--- config.mk ---
export PLATFORM = sky130hd
export DESIGN_NAME = cep_pulse_gen
export DESIGN_NICKNAME = d
export VERILOG_FILES = /design/src/rtl/cep_pkg.sv /design/src/rtl/cep_rst_sync.sv /design/src/rtl/cep_width_decode.sv /design/src/rtl/cep_pulse_ctrl.sv /design/src/rtl/cep_pulse_gen.sv
export SDC_FILE = /design/constraint.sdc
export NUM_CORES = 1
export LEC_CHECK = 0
export ABC_AREA = 1
export BUFFER_PORTS_ARGS = -buffer_cell sky130_fd_sc_hd__buf_2
export CAP_MARGIN = 15
export CORE_MARGIN = 2
export CORE_UTILIZATION = 50
export CTS_BUF_LIST = sky130_fd_sc_hd__clkbuf_8
export CTS_CLUSTER_SIZE = 24
export DETAILED_ROUTE_END_ITERATION = 16
export PLACE_DENSITY = 0.68
export RECOVER_POWER = 50
export SLEW_MARGIN = 20
export SYNTH_ARGS = -nofsm -noshare
export SYNTH_HDL_FRONTEND = slang
export SYNTH_SLANG_ARGS = --single-unit
--- constraint.sdc ---
create_clock -name clk -period 0.8 [get_ports clk]
set_input_delay 0.2 -clock clk [delete_from_list [all_inputs] [get_ports clk]]
set_output_delay 0.2 -clock clk [all_outputs]
set_load 0.005 [all_outputs]
--- src/rtl/cep_pkg.sv ---
package cep_pkg;
  // Resolution index: extra bits above the coarsest setting
  typedef enum logic [1:0] {
    RES_9B  = 2'd0,
    RES_10B = 2'd1,
    RES_11B = 2'd2,
    RES_12B = 2'd3
  } res_e;

  localparam int unsigned NUM_RES = 4;
endpackage

--- src/rtl/cep_rst_sync.sv ---
module cep_rst_sync #(
  parameter int unsigned STAGES = 2
) (
  input  logic clk,
  input  logic rst_n,
  output logic rst_q_n
);
  logic [STAGES-1:0] sync_q;

  always_ff @(posedge clk or negedge rst_n) begin
    if (!rst_n) sync_q <= '0;
    else        sync_q <= {sync_q[STAGES-2:0], 1'b1};
  end

  assign rst_q_n = sync_q[STAGES-1];
endmodule

--- src/rtl/cep_width_decode.sv ---
module cep_width_decode
  import cep_pkg::*;
#(
  parameter int unsigned BASE_CYCLES = 256,
  parameter int unsigned CAP_CYCLES  = 800,
  parameter int unsigned CNT_W       = 12
) (
  input  logic             sel_a,
  input  logic             sel_b,
  output logic [CNT_W-1:0] width
);
  localparam int unsigned MAX_NOMINAL = BASE_CYCLES << (NUM_RES - 1);

  res_e             res;
  logic [CNT_W-1:0] nominal;

  // Both selects high pick the coarsest resolution: index is the inverse
  always_comb begin
    res     = res_e'(~{sel_b, sel_a});
    nominal = CNT_W'(BASE_CYCLES) << res;
  end

  generate
    if (CAP_CYCLES >= MAX_NOMINAL) begin : g_no_cap
      assign width = nominal;
    end else begin : g_cap
      assign width = (nominal > CNT_W'(CAP_CYCLES)) ? CNT_W'(CAP_CYCLES) : nominal;
    end
  endgenerate
endmodule

--- src/rtl/cep_pulse_ctrl.sv ---
module cep_pulse_ctrl #(
  parameter int unsigned CNT_W = 12
) (
  input  logic             clk,
  input  logic             rst_n,
  input  logic             start,
  input  logic [CNT_W-1:0] load_val,
  output logic             en,
  output logic             done
);
  logic             en_q, en_d;
  logic             done_q, done_d;
  logic [CNT_W-1:0] cnt_q, cnt_d;
  logic             cnt_ce;

  // Next-state logic
  always_comb begin
    en_d   = en_q;
    done_d = 1'b0;
    cnt_d  = cnt_q;
    cnt_ce = 1'b0;
    if (!en_q) begin
      if (start) begin
        en_d   = 1'b1;
        cnt_d  = load_val - CNT_W'(1);
        cnt_ce = 1'b1;
      end
    end else if (cnt_q == '0) begin
      en_d   = 1'b0;
      done_d = 1'b1;
    end else begin
      cnt_d  = cnt_q - CNT_W'(1);
      cnt_ce = 1'b1;
    end
  end

  // State registers
  always_ff @(posedge clk or negedge rst_n) begin
    if (!rst_n) begin
      en_q   <= 1'b0;
      done_q <= 1'b0;
      cnt_q  <= '0;
    end else begin
      en_q   <= en_d;
      done_q <= done_d;
      if (cnt_ce) cnt_q <= cnt_d;
    end
  end

  assign en   = en_q;
  assign done = done_q;
endmodule

--- src/rtl/cep_pulse_gen.sv ---
module cep_pulse_gen #(
  parameter int unsigned BASE_CYCLES = 256,
  parameter int unsigned CAP_CYCLES  = 800
) (
  input  logic clk,
  input  logic rst_n,
  input  logic conv_start,
  input  logic res_sel_a,
  input  logic res_sel_b,
  output logic conv_en,
  output logic conv_done
);
  localparam int unsigned MAX_NOMINAL = BASE_CYCLES << (cep_pkg::NUM_RES - 1);
  localparam int unsigned MAX_COUNT   = (CAP_CYCLES > MAX_NOMINAL) ? CAP_CYCLES : MAX_NOMINAL;
  localparam int unsigned CNT_W       = $clog2(MAX_COUNT + 1);

  logic             rst_q_n;
  logic [CNT_W-1:0] width;

  cep_rst_sync #(.STAGES(2)) u_rst_sync (
    .clk     (clk),
    .rst_n   (rst_n),
    .rst_q_n (rst_q_n)
  );

  cep_width_decode #(
    .BASE_CYCLES (BASE_CYCLES),
    .CAP_CYCLES  (CAP_CYCLES),
    .CNT_W       (CNT_W)
  ) u_decode (
    .sel_a (res_sel_a),
    .sel_b (res_sel_b),
    .width (width)
  );

  cep_pulse_ctrl #(.CNT_W(CNT_W)) u_ctrl (
    .clk      (clk),
    .rst_n    (rst_q_n),
    .start    (conv_start),
    .load_val (width),
    .en       (conv_en),
    .done     (conv_done)
  );
endmodule

==> results.md, run 1 <==
* Status: finished with violations
* Failing checks: negative setup slack
* Synthesized area per cell at 6.87 µm²
* Core Footprint at 1730 µm²
* Final antenna-violating net count at 0
* Crit path required time at 0.94 ns
* Routed len/inst at 13.8 µm
* Later-pin clock latency in the skew report at 0.25 ns
* Crit-path max cell delay at 0.44 ns
* Cts bufs inserted at 3
* Largest cells by area after synthesis: dfrtp_1 43%, nand2_1 25%, nor2_1 6.5%
* Max Clock Skew at 0.00207 ns
* Worst setup path category: register to register
* Most common cell in the synthesized netlist: nand2_1
* Post-DP HPWL at 1630 µm
* Crit-path most repeated cell: buf_6
* RSZ-0062 raised after global routing: yes
* Vias post-DR at 1005
* Fin Setup TNS at -9.18 ns
* Die span in x at 47.1 µm
* Die height at 47.1 µm
* CTS tree: built
* Post-Syn Nets at 141
* Pin count of the biggest net entering global routing at 15
* Period utilization at 184%
* Comb power frac at 56.8%
* Leak pwr at 0.741 nW
* Inserted Diodes at 0
* Part of the power in registers at 28.6%
* First-pass GRT wire length at 4270 µm
* CTS H-tree depth at 1
* Period minus WS final at 1.47 ns
* Synth-to-layout area growth at 50.6%
* Yosys top cell by area: dfrtp_1
* DRT Pass-1 Iters at 4
* Starting Density at 53.7%
* Critical path cell sequence: buf_6 -> buf_6 -> buf_6 -> nor2_4 -> nor2_4 -> clkinvlp_4 -> nand2_1 -> nand2_1
* GP Congestion at 0.882
* I/O Pins at 7
* Initial antenna violation count at 0
* FP Rows at 15
* Slowest CP cell: dfrtp_2
* Maximum vdd drop at 2.22 mV
* Worst Path Arrival at 1.61 ns
* Vias in the first global route at 970
* Routed WL at 2750 µm
* Avg Vias per Cell at 5.03
* Port-buffer cells at 6
* Clk buf depth at 2
* Share of the synthesized area in the top cell type at 43.2%
* Net Sw Frac at 41.6%
* Number of synthesized flops with an enable pin at 0
* Slew Viols, Final at 0
* Clock transition at path regs at 0.06 ns
* GR Overflow Total at 0
* Mapped Area at 927 µm²
* Int Power at 2.82 mW
* # nets final at 182
* Non-Filler Instances at 200
* Initial DRC Count at 25
* Placed insts at 183
* Ys flop type: dfrtp_1
* Power Density at 3460 nW/µm²
* Yosys warns at 0
* Die area at 2210 µm²
* PnR worst setup slack at -0.675 ns
* Number of synthesized register bits at 16
* Max Fclk at 678 MHz
* Register area share after synthesis at 43.2%
* Clock sink total at 16
* Min-delay worst type: register to asynchronous set/reset pin
* CP Capture Type: register
* Share of cells above drive strength 1 at 36.6%
* Clock power share at 14.6%
* Post-synth top cells: 61 x nand2_1, 16 x dfrtp_1, 16 x nor2_1
* Startpoint type of the worst setup path: register
* Yosys cell types at 19
* Finished Core Util at 80.9%
* Post-placement setup slack at -0.732 ns
* Net switching power at 2.01 mW
* Gate Count Post-Synth at 135
* Total GRT Usage at 28.3%
* Hold Fails Final Rpt at 0
* Endpoints failing setup at 16
* Residual DRC at 0
* Async SR Flop Fraction at 100%
* Peak fanout along the critical path at 6
* CTS root buf: clkbuf_8
* Max-Cap Viols at 0
[cell families after synthesis]
family          count (synthesis)  share of synthesized area (%)
other cells                     1                          0.404
simple gates                   91                           40.2
buf+inv                        15                           7.02
fa+ha+maj                       1                           1.35
flops                          16                           43.2
compound gates                  9                           5.94
xor+xnor                        2                           1.89
[worst paths after layout]
kind | from | to | slack [ns] | cells past startpoint
max | u_ctrl.en | u_ctrl.cnt_q[2] | -0.67 | 8
min | u_rst_sync.sync_q[1] | u_ctrl.cnt_q[11] | 0.22 | 1
max reg2reg | u_ctrl.en | u_ctrl.cnt_q[2] | -0.67 | 8
min reg2reg | u_rst_sync.sync_q[1] | u_ctrl.cnt_q[11] | 0.22 | 1
max in group asynchronous | u_rst_sync.sync_q[1] | u_ctrl.en | 0.30 | 1
min in group clk | conv_start | u_ctrl.cnt_q[10] | 0.31 | 4
[area by class of cell]
cell class              instances  area [µm²]
multi-input cells             105         573
flip-flops and latches         16         402
fillers                       118         330
repair buffers                 36         277
clock buffers                   4        55.1
inverters                      13        51.3
well taps                      25        31.3
repair inverters                1        7.51
[per-stage QoR]
| stage | power, mW | hold slack [ns] | area [µm²] |
|---|---|---|---|
| after floorplan | 2.82 | -0.0956 | 977 |
| after global placement | 3.59 | -0.0164 | 1160 |
| after detailed placement | 3.68 | -0.0143 | 1160 |
| after CTS | 4.61 | 0.176 | 1350 |
| after global routing | 5.22 | 0.286 | 1400 |
| final | 4.83 | 0.223 | 1400 |
[worst max-delay path: cells and delay by family (launching register included)]
| family | cells | cell delay (ns) |
|---|---|---|
| buffers and inverters | 4 | 0.53 |
| flip-flops | 1 | 0.44 |
| AND/OR/NAND/NOR | 4 | 0.40 |
[layer usage]
layer,global-route usage (%),share of wire [%],vias up
met5,0,0,-
met4,8.89,1.3,0
met3,6.92,4.1,4
met2,50.1,55,33
met1,33.6,40,471
li1,-,-,497
[cell usage in the layout, fill, tap and decap left out, drive strengths merged, types with 5 or more instances in the layout]
master  Yosys  final
nand2      61     61
buf         2     33
nor2       17     18
dfrtp      16     16
inv        13     13
nand3       9      9
clkbuf      0      6
o21ai       5      5
[power groups by stage]
stage	registers [mW]	logic, mW	clock network, mW
after floorplan	1.31	1.51	0
after global placement	1.36	2.24	0
after detailed placement	1.36	2.32	0
after CTS	1.36	2.54	0.715
after global routing	1.42	3.04	0.759
final	1.38	2.74	0.705
[flip-flops by register name (all words and copies together), names as in the netlist]
name,count
u_ctrl.cnt_q,12
u_ctrl.done,1
u_ctrl.en,1
u_rst_sync.sync_q,2
[timing repair]
action	CTS	global route
gates cloned	2	0
gates resized for setup	19	8
setup endpoints to repair	16	16
setup buffers	8	2
endpoints found under the hold margin	2	0
hold buffers	1	0
pin swaps	8	7
(Power assumes the default switching activity.)
==> run 2: changes to the inputs <==
--- a/config.mk
+++ b/config.mk
@@ -9,11 +9,11 @@
 export BUFFER_PORTS_ARGS = -buffer_cell sky130_fd_sc_hd__buf_2
 export CAP_MARGIN = 15
 export CORE_MARGIN = 2
-export CORE_UTILIZATION = 50
+export CORE_UTILIZATION = 60
 export CTS_BUF_LIST = sky130_fd_sc_hd__clkbuf_8
 export CTS_CLUSTER_SIZE = 24
 export DETAILED_ROUTE_END_ITERATION = 16
-export PLACE_DENSITY = 0.68
+export PLACE_DENSITY = 0.8
 export RECOVER_POWER = 50
 export SLEW_MARGIN = 20
 export SYNTH_ARGS = -nofsm -noshare
==> results.md, run 2 (synthesis gave the netlist of run 1 again) <==
* Status: finished with violations
* Failing checks: negative setup slack
* Avg Vias per Cell at 6.02
* Vias in the first global route at 1012
* Net Sw Frac at 44.8%
* Reg with most FFs: u_ctrl.cnt_q
* Comb power frac at 58.3%
* Port-buffer cells at 6
* Die span in x at 43.3 µm
* Pin count of the biggest net entering global routing at 15
* CP Capture Type: register
* Total chip power at 5.10 mW
* Min-delay worst type: register to asynchronous set/reset pin
* Slew Viols, Final at 0
* I/O Pins at 7
* Clock power share at 14.6%
* Biggest regs: u_ctrl.cnt_q (12), u_rst_sync.sync_q (2)
* Power Density at 3840 nW/µm²
* Max-Cap Viols at 0
* PnR worst setup slack at -0.818 ns
* Worst hold slack at 0.248 ns
* Crit path required time at 1.00 ns
* Share of cells above drive strength 1 at 36.5%
* Die area at 1880 µm²
* Endpoints failing setup at 16
* Max Clock Skew at 0.00746 ns
* Period utilization at 202%
* Starting Density at 63.0%
* Peak fanout along the critical path at 6
* Maximum vdd drop at 2.91 mV
* Fin Setup TNS at -9.99 ns
* Clock transition at path regs at 0.07 ns
* Initial DRC Count at 79
* RSZ-0062 raised after global routing: yes
* # nets final at 177
* Commonest non-fill, non-tap cell in the layout: nand2_1
* Clk buf depth at 2
* Total GRT Usage at 33.7%
* Final antenna-violating net count at 0
* First-pass GRT wire length at 4570 µm
* Period minus WS final at 1.62 ns
* Max Fclk at 618 MHz
* Clock sink total at 16
* Most frequent cells in the layout: 52 x nand2_1, 23 x buf_4, 15 x dfrtp_1, 10 x nor2_1, 10 x inv_1
* Routed len/inst at 18.2 µm
* Initial antenna violation count at 0
* Inserted Diodes at 0
* FP Rows at 14
* CTS tree: built
* Post-DP HPWL at 1580 µm
* Vias post-DR at 1119
* Worst setup path category: register to register
* Fill cells at 63
* Synth-to-layout area growth at 43.2%
* Later-pin clock latency in the skew report at 0.26 ns
* CTS root buf: clkbuf_8
* Cts bufs inserted at 3
* Int Power at 2.81 mW
* Max reg flops at 12
* Hold Fails Final Rpt at 0
* Core Footprint at 1470 µm²
* Residual DRC at 0
* Startpoint type of the worst setup path: register
* GR Overflow Total at 0
* Part of the power in registers at 27.1%
* Routed WL at 3380 µm
* GP Congestion at 0.921
* Leak pwr at 0.717 nW
* Net switching power at 2.28 mW
* Worst Path Arrival at 1.81 ns
* Die height at 43.3 µm
* CTS H-tree depth at 1
* DRT Pass-1 Iters at 5
run 2: changes by cell type in the layout (fill, tap and decap cells not counted), moves of 3 or more:
cell	delta
nand3_1	-3
nor2_4	-3
nand3_2	+3
buf_6	-4
run 2: power by group through the flow:
stage | Clock, mW | Combinational, mW | Sequential, mW
3_3_place_gp | 0 | 2.27 | 1.35
6_report | 0.744 | 2.97 | 1.38
4_1_cts | 0.732 | 2.50 | 1.34
5_1_grt | 0.760 | 3.14 | 1.41
3_5_place_dp | 0 | 2.35 | 1.35
2_1_floorplan | 0 | 1.51 | 1.31
run 2: area by class of cell:
cell class | count | area [µm²] | area share [%]
Timing Repair Buffer | 33 | 239 | 18.0
Sequential cell | 16 | 402 | 30.3
Clock buffer | 4 | 55.1 | 4.15
Tap cell | 16 | 20.0 | 1.51
Inverter | 13 | 51.3 | 3.86
Multi-Input combinational cell | 104 | 561 | 42.2
run 2: worst max-delay path: stages (launching register included):
cell     delay [ns]
dfrtp_2        0.45
buf_4          0.17
nand2_4        0.07
ha_4           0.15
nand2_4        0.06
nor2_4         0.16
nand2_1        0.13
o21ai_0        0.20
nand2_1        0.08
nand2_1        0.08
run 2: per-layer routing:
layer / GRT usage, % / wire (µm) / up-vias
li1: - / - / 486
met1: 39.7 / 1240 / 510
met2: 60.3 / 1540 / 90
met3: 7.23 / 370 / 33
met4: 10.9 / 234 / 0
met5: 0 / 0 / -
run 2: timing repair:
action / 4_1_cts / 5_1_grt
hold buffers: 1 / 0
pin swaps: 5 / 4
gates resized for setup: 9 / 10
hold endpoints to repair: 2 / 0
buffers inserted: 3 / 1
endpoints found under the setup margin: 16 / 16
run 2: path summary, 6_finish.rpt:
kind | startpoint | endpoint | slack, ns | cells past startpoint
min reg2reg | u_rst_sync.sync_q[1] | u_ctrl.cnt_q[7] | 0.25 | 1
max in group asynchronous | u_rst_sync.sync_q[1] | u_ctrl.en | 0.26 | 1
max reg2reg | u_ctrl.en | u_ctrl.cnt_q[8] | -0.82 | 9
max | u_ctrl.en | u_ctrl.cnt_q[8] | -0.82 | 9
min | u_rst_sync.sync_q[1] | u_ctrl.cnt_q[7] | 0.25 | 1
min in group clk | conv_start | u_ctrl.cnt_q[10] | 0.26 | 4
run 2: per-stage QoR:
stage               setup WS [ns]  util, %  cells  area (µm²)
floorplan                  -0.504        -    135         977
global route               -0.936     90.2    186        1330
global placement           -0.636     79.5    177        1170
CTS                        -0.643     87.7    185        1290
detailed placement         -0.671     79.5    177        1170
finish                     -0.818     90.2    186        1330
